$ cat src/rtl/wdog_pkg.sv
package wdog_pkg;
  typedef enum logic [1:0] {
    STG_ARMED = 2'd0,
    STG_IRQ   = 2'd1,
    STG_NMI   = 2'd2,
    STG_RST   = 2'd3
  } stage_e;

  localparam logic [1:0] MODE_OFF = 2'd0;
  localparam logic [1:0] MODE_IRQ = 2'd1;
  localparam logic [1:0] MODE_NMI = 2'd2;
  localparam logic [1:0] MODE_ALL = 2'd3;
endpackage

$ cat src/rtl/wdog_prescale.sv
module wdog_prescale #(
  parameter int PRESCALE = 256
) (
  input  logic clk_i,
  input  logic rst_ni,
  input  logic clear_i,
  input  logic run_i,
  output logic tick_o
);
  localparam int PRE_W = (PRESCALE > 2) ? $clog2(PRESCALE) : 1;
  localparam logic [PRE_W-1:0] LAST = PRE_W'(PRESCALE - 1);
  localparam bit POW2 = ((PRESCALE & (PRESCALE - 1)) == 0);

  logic [PRE_W-1:0] pre_q;

  generate
    if (POW2) begin : g_wrap
      always_ff @(posedge clk_i or negedge rst_ni) begin
        if (!rst_ni)      pre_q <= '0;
        else if (clear_i) pre_q <= '0;
        else if (run_i)   pre_q <= pre_q + PRE_W'(1);
      end
    end else begin : g_cmp
      always_ff @(posedge clk_i or negedge rst_ni) begin
        if (!rst_ni)      pre_q <= '0;
        else if (clear_i) pre_q <= '0;
        else if (run_i)   pre_q <= (pre_q == LAST) ? '0 : pre_q + PRE_W'(1);
      end
    end
  endgenerate

  assign tick_o = run_i && !clear_i && (pre_q == LAST);

  // ticks are at least one interval apart
  a_r3_tick_spacing: assert property (@(posedge clk_i) disable iff (!rst_ni)
    tick_o |=> !tick_o);
endmodule

$ cat src/rtl/wdog_core.sv
module wdog_core
  import wdog_pkg::*;
#(
  parameter int LEN_W    = 16,
  parameter int FRAC_W   = 8,
  parameter int PRESCALE = 256,
  localparam int CNT_W   = LEN_W + FRAC_W
) (
  input  logic             clk_i,
  input  logic             rst_ni,
  input  logic             cfg_we_i,
  input  logic [LEN_W-1:0] cfg_len_i,
  input  logic [1:0]       cfg_mode_i,
  input  logic             poke_i,
  output logic [CNT_W-1:0] cnt_o,
  output logic             irq_o,
  output logic             nmi_o,
  output logic             srst_o
);
  logic [LEN_W-1:0] len_q;
  logic [1:0]       mode_q;
  logic [CNT_W-1:0] cnt_q;
  stage_e           stage_q;
  logic             srst_q;

  logic [1:0]       stage_lvl;
  logic [CNT_W-1:0] reload_val;
  logic             load, run, tick, expire;

  assign stage_lvl  = stage_q;
  assign reload_val = {len_q, {FRAC_W{1'b0}}};
  assign load       = cfg_we_i | poke_i;
  assign run        = (mode_q != MODE_OFF) && (stage_lvl < mode_q);
  assign expire     = tick && (cnt_q == '0);

  wdog_prescale #(.PRESCALE(PRESCALE)) u_pre (
    .clk_i   (clk_i),
    .rst_ni  (rst_ni),
    .clear_i (load),
    .run_i   (run),
    .tick_o  (tick)
  );

  always_ff @(posedge clk_i or negedge rst_ni) begin
    if (!rst_ni) begin
      len_q   <= '0;
      mode_q  <= MODE_OFF;
      cnt_q   <= '0;
      stage_q <= STG_ARMED;
      srst_q  <= 1'b0;
    end else if (cfg_we_i) begin
      // config wins over a simultaneous poke
      len_q   <= cfg_len_i;
      mode_q  <= cfg_mode_i;
      cnt_q   <= {cfg_len_i, {FRAC_W{1'b0}}};
      stage_q <= STG_ARMED;
      srst_q  <= 1'b0;
    end else if (poke_i) begin
      cnt_q   <= reload_val;
      stage_q <= STG_ARMED;
      srst_q  <= 1'b0;
    end else begin
      srst_q <= 1'b0;
      if (expire) begin
        cnt_q   <= reload_val;
        stage_q <= stage_e'(stage_lvl + 2'd1);
        srst_q  <= (stage_q == STG_NMI);
      end else if (tick) begin
        cnt_q <= cnt_q - CNT_W'(1);
      end
    end
  end

  assign cnt_o  = cnt_q;
  assign irq_o  = (stage_q != STG_ARMED);
  assign nmi_o  = (stage_q == STG_NMI) || (stage_q == STG_RST);
  assign srst_o = srst_q;

  a_r2_cfg_loads: assert property (@(posedge clk_i) disable iff (!rst_ni)
    cfg_we_i |=> (cnt_o == {$past(cfg_len_i), {FRAC_W{1'b0}}}) && !irq_o);

  a_r3_hold_between_ticks: assert property (@(posedge clk_i) disable iff (!rst_ni)
    (!load && !tick) |=> $stable(cnt_q));

  a_r5_nmi_needs_irq: assert property (@(posedge clk_i) disable iff (!rst_ni)
    nmi_o |-> irq_o);

  a_r6_srst_pulse: assert property (@(posedge clk_i) disable iff (!rst_ni)
    srst_o |=> !srst_o);

  a_r7_stop_after_last: assert property (@(posedge clk_i) disable iff (!rst_ni)
    ((mode_q != MODE_OFF) && (stage_lvl == mode_q) && !load) |=> ($stable(cnt_q) && $stable(stage_q)));

  a_r8_poke_clears: assert property (@(posedge clk_i) disable iff (!rst_ni)
    (poke_i && !cfg_we_i) |=> (!irq_o && !nmi_o && (cnt_o == $past(reload_val))));

  a_r9_off_quiet: assert property (@(posedge clk_i) disable iff (!rst_ni)
    (mode_q == MODE_OFF) |-> (!irq_o && !nmi_o && !srst_o));
endmodule

$ cat src/rtl/wdog_array.sv
module wdog_array
  import wdog_pkg::*;
#(
  parameter int NUM_CORES = 4,
  parameter int LEN_W     = 16,
  parameter int FRAC_W    = 8,
  parameter int PRESCALE  = 256,
  localparam int CORE_W   = (NUM_CORES > 1) ? $clog2(NUM_CORES) : 1,
  localparam int CNT_W    = LEN_W + FRAC_W
) (
  input  logic                 clk_i,
  input  logic                 rst_ni,
  input  logic                 cfg_we_i,
  input  logic [CORE_W-1:0]    cfg_core_i,
  input  logic [LEN_W-1:0]     cfg_len_i,
  input  logic [1:0]           cfg_mode_i,
  input  logic [NUM_CORES-1:0] poke_i,
  input  logic [CORE_W-1:0]    rd_core_i,
  output logic [CNT_W-1:0]     rd_cnt_o,
  output logic [NUM_CORES-1:0] irq_o,
  output logic [NUM_CORES-1:0] nmi_o,
  output logic [NUM_CORES-1:0] srst_o
);
  logic [CNT_W-1:0]     cnt_all [NUM_CORES];
  logic [NUM_CORES-1:0] cfg_hit;

  for (genvar k = 0; k < NUM_CORES; k++) begin : g_core
    assign cfg_hit[k] = cfg_we_i && (cfg_core_i == CORE_W'(k));

    wdog_core #(
      .LEN_W    (LEN_W),
      .FRAC_W   (FRAC_W),
      .PRESCALE (PRESCALE)
    ) u_core (
      .clk_i      (clk_i),
      .rst_ni     (rst_ni),
      .cfg_we_i   (cfg_hit[k]),
      .cfg_len_i  (cfg_len_i),
      .cfg_mode_i (cfg_mode_i),
      .poke_i     (poke_i[k]),
      .cnt_o      (cnt_all[k]),
      .irq_o      (irq_o[k]),
      .nmi_o      (nmi_o[k]),
      .srst_o     (srst_o[k])
    );
  end

  always_comb begin
    rd_cnt_o = '0;
    for (int k = 0; k < NUM_CORES; k++) begin
      if (rd_core_i == CORE_W'(k)) rd_cnt_o = cnt_all[k];
    end
  end
endmodule

$ cat config.mk
export PLATFORM = sky130hd
export DESIGN_NAME = wdog_array
export DESIGN_NICKNAME = d
export VERILOG_FILES = /design/src/rtl/wdog_pkg.sv /design/src/rtl/wdog_prescale.sv /design/src/rtl/wdog_core.sv /design/src/rtl/wdog_array.sv
export SDC_FILE = /design/constraint.sdc
export NUM_CORES = 1
export LEC_CHECK = 0
export BUFFER_PORTS_ARGS = -buffer_cell sky130_fd_sc_hd__clkbuf_2
export CAP_MARGIN = 20
export CORE_MARGIN = 2
export CORE_UTILIZATION = 30
export CTS_CLUSTER_SIZE = 8
export DETAILED_ROUTE_END_ITERATION = 12
export HOLD_SLACK_MARGIN = 0.03
export PLACE_DENSITY = 0.44
export SLEW_MARGIN = 15
export SYNTH_ARGS = -nofsm -noshare
export SYNTH_HDL_FRONTEND = slang
export SYNTH_SLANG_ARGS = --single-unit
$ cat constraint.sdc
create_clock -name clk_i -period 3.1 [get_ports clk_i]
set_input_delay 0.465 -clock clk_i [delete_from_list [all_inputs] [get_ports clk_i]]
set_output_delay 0.465 -clock clk_i [all_outputs]
set_load 0.02 [all_outputs]
---- Word-level counts from Yosys, hierarchy flattened ----
Index checks and enable logic that the tools add are counted.
cells by class
  add/subtract/negate cells ............... 12
  bitwise gates (word level) .............. 4
  equality and inequality tests ........... 18
  multiplexer cells ....................... 52
  magnitude comparators ................... 4
  reductions and logical operators ........ 54
operators by type and width
  cell                                                                   number
  24-bit two-way mux                                                     20
  24-bit logical NOT                                                     4
  24-bit by 1-bit subtractor with 24-bit output, second input constant   4
  8-bit two-way mux                                                      8
  8-bit by 1-bit adder with 8-bit output, second input constant          4
  8-bit equality test, second input constant                             4
  2-bit equality test, second input constant                             12
  2-bit two-way mux                                                      12
  2-bit nonzero test                                                     12
  1-bit logical AND                                                      20
  4-bit nonzero test                                                     4
  1-bit two-way mux                                                      12
  3-bit nonzero test                                                     4
  2-bit by 1-bit adder with 2-bit output, second input constant          4
  2-bit < comparator                                                     4
  2-bit by 1-bit equality test with 1-bit output, second input constant  2
  1-bit logical NOT                                                      4
  2-bit logical NOT                                                      2
  1-bit logical OR                                                       4
  1-bit bitwise OR                                                       4
word-level totals
  bits of input ports ..................... 29
  output and inout bits ................... 36
  flip-flop bits (word level) ............. 212
  logic and storage cells ................. 168

---- Logic depth before layout (Yosys ltp) ----
  word-level depth ........................ 10
  gate-level depth with buffers ........... 9
  mapped depth without buffers ............ 8

---- Hierarchy ----
Synthesis repeated with hierarchy kept, for this count alone.
unflattened totals
  cell total of the unflattened synthesis .. 1274
  area, all modules ....................... 12534.5 µm²
modules (own cells, without submodules)
  module                             cells an instance  area an instance (µm²)  times used
  wdog_core at g_core[0].u_core ...  271                2592.5                  3
  wdog_core at g_core[3].u_core      271                2493.6                  1
  wdog_prescale                      39                 402.9                   4
  wdog_array                         34                 651.9                   1

---- Least setup slack after synthesis ----
No wires, ideal clock.
  kind .................................... input to output
  start point ............................. input port rd_core_i[0]
  end point ............................... output port rd_cnt_o[5]
  path buffers ............................ 2
  data arrival time ....................... 2.029 ns
  required time ........................... 2.635 ns
  cell stages on the path ................. 3
  slack ................................... 0.606 ns
  path through ............................ clkbuf_1 -> buf_1 -> mux4_1
on the way
  longest elaborated chain between the ends .. 5
RTL lines
  element                           line              text
  start: declaration                wdog_array.sv:18  input logic [CORE_W-1:0] rd_core_i,
  2-bit logical NOT                 wdog_array.sv:51  if (rd_core_i == CORE_W'(k)) rd_cnt_o = cnt_all[k];
  24-bit two-way mux (3 in series)  wdog_array.sv:51
  24-bit two-way mux *              wdog_array.sv:51
  end: declaration                  wdog_array.sv:19  output logic [CNT_W-1:0] rd_cnt_o,
Every way passes the cells marked *; elsewhere a longest branch is shown, timed or not.

---- Worst setup path after layout ----
  start point ............................. register g_core[2].u_core.cnt_q[11]
  end point ............................... register g_core[2].u_core.cnt_q[15]
on the way
  longest elaborated chain between the ends .. 5
RTL lines
  element                                                                                     line                              text
  start: declaration                                                                          wdog_core.sv:22                   logic [CNT_W-1:0] cnt_q;
  start signal: assignment                                                                    wdog_core.sv:55                   cnt_q <= {cfg_len_i, {FRAC_W{1'b0}}};
  start signal: assignment                                                                    wdog_core.sv:59                   cnt_q <= reload_val;
  start signal: assignment                                                                    wdog_core.sv:65                   cnt_q <= reload_val;
  24-bit by 1-bit subtractor with 24-bit output / 24-bit logical NOT (equally long branches)  wdog_core.sv:69, wdog_core.sv:34
  24-bit two-way mux / 1-bit logical AND (equally long branches)                              wdog_core.sv:68, wdog_core.sv:34
  24-bit two-way mux                                                                          wdog_core.sv:64                   if (expire) begin
  24-bit two-way mux                                                                          wdog_core.sv:58                   end else if (poke_i) begin
  24-bit two-way mux                                                                          wdog_core.sv:51                   end else if (cfg_we_i) begin
Several ways; a longest one is shown, not always the timed one. The select of a mux whose other input is x is not followed.
A chain may end at the register's enable or synchronous reset.

==> flow_summary_export.csv <==
group,metric,value,unit
placed_design,io_buffers,64,
sta,setup_violations,0,
clocking,cts_made_buffers,30,
placed_design,place.gp.congestion,0.903,
sta,slew_viol_final,0,
route,drtIter0Drc,1081,
cells_and_area,fin_cells,1983,
setup_path,worstPathCellList,"nor4_1, nand4_1, o21ai_1, nand2_1, a22oi_1, o21ai_1",
yosys,ys_seq_elements,212,
worst_hold_path,hp-class,"in2reg",
clocking,numClockSinks,212,
global_route,grt.total_usage,22.2,%
placed_design,place_area,13400,um^2
sta,hold_viol,0,
flow_run,maxCapViolCount,0,
route,drt-total-wl,46.5,mm
clocking,clockBufferDepth,3,
clocking,path_clk_slew,0.05,ns
setup_path,slowest_delay,0.67,ns
setup_path,cp_slowest_cell,"nor4_1",
clocking,tritoncts,"done",
route,first_pass_iters,5,
cells_and_area,syn2layout_area_growth,15.5,%
setup_path,path_common_cell,"o21ai_1",
cells_and_area,nNetsFinal,1505,
setup_path,reg2reg_from,"g_core[2].u_core.cnt_o[11]",
global_route,met2_usage,33.5,%
setup_path,end_kind,"flop",
route,drc,0,
route,vias_per_cell,5.51,
yosys,ys_types,83,
power_and_ir_drop,ir_drop,0.000411,V
floorplan,boundaryPins,65,
sta,min_period,2.80,ns
cells_and_area,final_area,14200,um^2
setup_path,crit_type,"reg2reg",
floorplan,dieWidth,206,um
route,vias,10900,
sta,finalClockSkew,0.00938,ns
yosys,synth-edff-count,0,
yosys,synth_cells,1369,
route,final_antenna_net_count,0,
global_route,grtUsageMet1,32.8,%
sta,fmax,358,MHz
floorplan,rows,74,
global_route,grt_pass1_wl,70.5,mm
placed_design,dp_hpwl,34.1,mm
placed_design,dp_cells,1947,
yosys,syn_area_per_cell,8.98,um^2
global_route,grt_use_met3,3.17,%
placed_design,post-place-ws,0.356,ns
global_route,first_global_vias,10500,
sta,tns,0,ns
sta,rsz0062_at_grt,"false",
floorplan,core,40600,um^2
global_route,antenna_found_initial,1,
clocking,htree_levels,1,
setup_path,setup.worst_path.end,"g_core[2].u_core.cnt_o[15]",
sta,holdWs,0.286,ns
setup_path,cp_max_fo,10,
yosys,synth_warnings,0,
clocking,clock_latency,0.57,ns
yosys,synth_seq_area_share,43.2,%
yosys,async_reset_ff_share,100,%
status,run_status,"complete, no violations",
global_route,grt_overflow,0,
setup_path,r2r-end,"g_core[2].u_core.cnt_o[15]",
power_and_ir_drop,leakagePower,0.00633,uW
yosys,synth_area,12300,um^2
sta,worst_slack,0.303,ns
floorplan,die_height,206,um
sta,slew_headroom,39.5,%
setup_path,startpoint_type,"flop",
cells_and_area,antenna_cells,0,
yosys,syn_nets,1426,
cells_and_area,fillCellCount,4241,
clocking,root_buffer,"clkbuf_16",
setup_path,required,3.53,ns
sta,period_share,90.2,%
setup_path,cp-startpoint,"g_core[2].u_core.cnt_o[11]",
floorplan,start_util,30.2,%
power_and_ir_drop,power_density,621,nW/um^2
global_route,grt_max_degree,56,
floorplan,die-area,42600,um^2
route,post_drt_wl_per_cell,23.4,um
setup_path,cp.arrival,3.22,ns
global_route,grt_most_used_layer,"met2",
setup_path,reg2reg_slack,0.30,ns
setup_path,ff2ff_path_depth,6,
cells_and_area,layout-drive-gt1-share,13.7,%
yosys,ys.flop_type,"dfrtp_1",
sta,worst_pin_slew,0.904,ns
final cells by class:
class	instances	area (um^2)	share of cell area (%)
inverter	37	139	0.978
tap	532	666	4.69
sequential	212	5310	37.4
clock buffer	34	766	5.39
clock inverter	1	16.3	0.115
timing repair buffer	118	776	5.46
multi-input combinational	1049	6530	46.0
power by group:
| group | leakage (uW) | switching, uW | internal, uW | total [uW] |
|---|---|---|---|---|
| Combinational | 0.00321 | 1300 | 845 | 2140 |
| Clock | 0.000381 | 1250 | 1700 | 2960 |
| Sequential | 0.00274 | 551 | 3160 | 3710 |
| Total | 0.00633 | 3100 | 5710 | 8810 |
kinds of logic (layout without fill, tap and decap cells):
group	after synthesis	count (layout)	synth area share (%)
flops	212	212	43.2
mux	39	39	5.66
buf+inv	108	190	3.74
xor+xnor	64	64	4.56
compound gates	247	247	13.4
simple gates	671	671	26.6
fa+ha+maj	28	28	2.85
registers in the layout, summed over array words and instances, names as in the netlist:
signal,flops
g_core.u_core.srst_o,4
g_core.u_core.u_pre.pre_q,32
g_core.u_core.cnt_o,96
g_core.u_core.len_q,64
g_core.u_core.stage_lvl,8
g_core.u_core.mode_q,8
layer usage:
metal	vias up	wire (um)
li1	5065	-
met1	5446	21900
met2	353	20400
met3	61	2820
met4	2	1330
met5	-	16
cell usage in the layout, fill, tap and decap left out, types with 8 or more instances in the layout:
cell	instances
a21o_1	11
a21oi_1	53
a31oi_1	9
and2_1	12
and3_1	20
and4_1	14
buf_4	50
clkbuf_16	30
clkbuf_2	63
dfrtp_1	212
ha_1	28
inv_1	37
mux2i_1	14
mux4_2	23
nand2_1	270
nand3_1	47
nand4_1	19
nor2_1	129
nor3_1	40
nor4_1	23
nor4b_1	8
o211ai_1	18
o21ai_0	51
o21ai_1	11
o22ai_1	10
or2_2	11
or3_1	20
or4_1	14
xnor2_1	31
xor2_1	33
how the worst min path moves through the flow:
stage	cells after the start	start	endpoint
3_3_place_gp	1	rst_ni	g_core[2].u_core.u_pre.pre_q[1]
5_1_grt	3	cfg_len_i[3]	g_core[2].u_core.len_q[3]
2_1_floorplan	0	rst_ni	g_core[0].u_core.cnt_o[0]
6_report	3	cfg_len_i[4]	g_core[2].u_core.len_q[4]
3_5_place_dp	1	rst_ni	g_core[2].u_core.u_pre.pre_q[0]
4_1_cts	3	cfg_len_i[1]	g_core[3].u_core.len_q[1]
metrics by stage:
| stage | total power [uW] | utilization [%] |
|---|---|---|
| floorplan | 4920 | - |
| global placement | 5860 | 33.0 |
| detailed placement | 5870 | 33.0 |
| CTS | 8860 | 34.9 |
| global route | 9270 | 34.9 |
| finish | 8810 | 34.9 |
critical path: cells and delay by family (launching register included):
| kind | cells | cell delay (ns) |
|---|---|---|
| compound gates | 3 | 0.96 |
| flops | 1 | 0.45 |
| simple gates | 3 | 1.23 |
what timing repair did:
| item | 4_1_cts | 5_1_grt |
|---|---|---|
| hold buffers | 1 | 0 |
| endpoints found under the hold margin | 32 | 0 |
| setup buffers | 0 | 0 |
| resized for setup | 0 | 0 |
synthesized netlist by cell type, types with 4 or more instances:
cell type  instances  share of area (%)
nand2_1          270                8.2
dfrtp_1          212                 43
nor2_1           129                3.9
a21oi_1           53                2.2
o21ai_0           51                2.1
clkbuf_1          50                1.5
nand3_1           47                1.9
nor3_1            40                1.6
inv_1             37                1.1
xor2_1            33                2.4
xnor2_1           31                2.2
ha_1              28                2.9
mux4_2            23                4.2
nor4_1            23                1.2
and3_1            20                1.0
or3_1             20                1.0
nand4_1           19               0.97
o211ai_1          18                1.1
and4_1            14                1.0
mux2i_1           14                1.1
or4_1             14               0.86
and2_1            12               0.61
buf_4             12               0.73
a21o_1            11               0.67
o21ai_1           11               0.45
or2_2             11               0.56
o22ai_1           10               0.51
a31oi_1            9               0.46
nor4b_1            8               0.57
buf_1              7               0.21
nor3b_1            7               0.43
a211o_1            6               0.43
a21boi_0           6               0.37
a22oi_1            6               0.37
nand4b_1           6               0.43
o21a_1             6               0.37
o221ai_1           5               0.36
o41ai_1            5               0.36
nand2b_1           4               0.20
nand3b_1           4               0.24
o311ai_0           4               0.29
or4_4              4               0.37
Note: power is estimated with default switching activity, not from simulation.
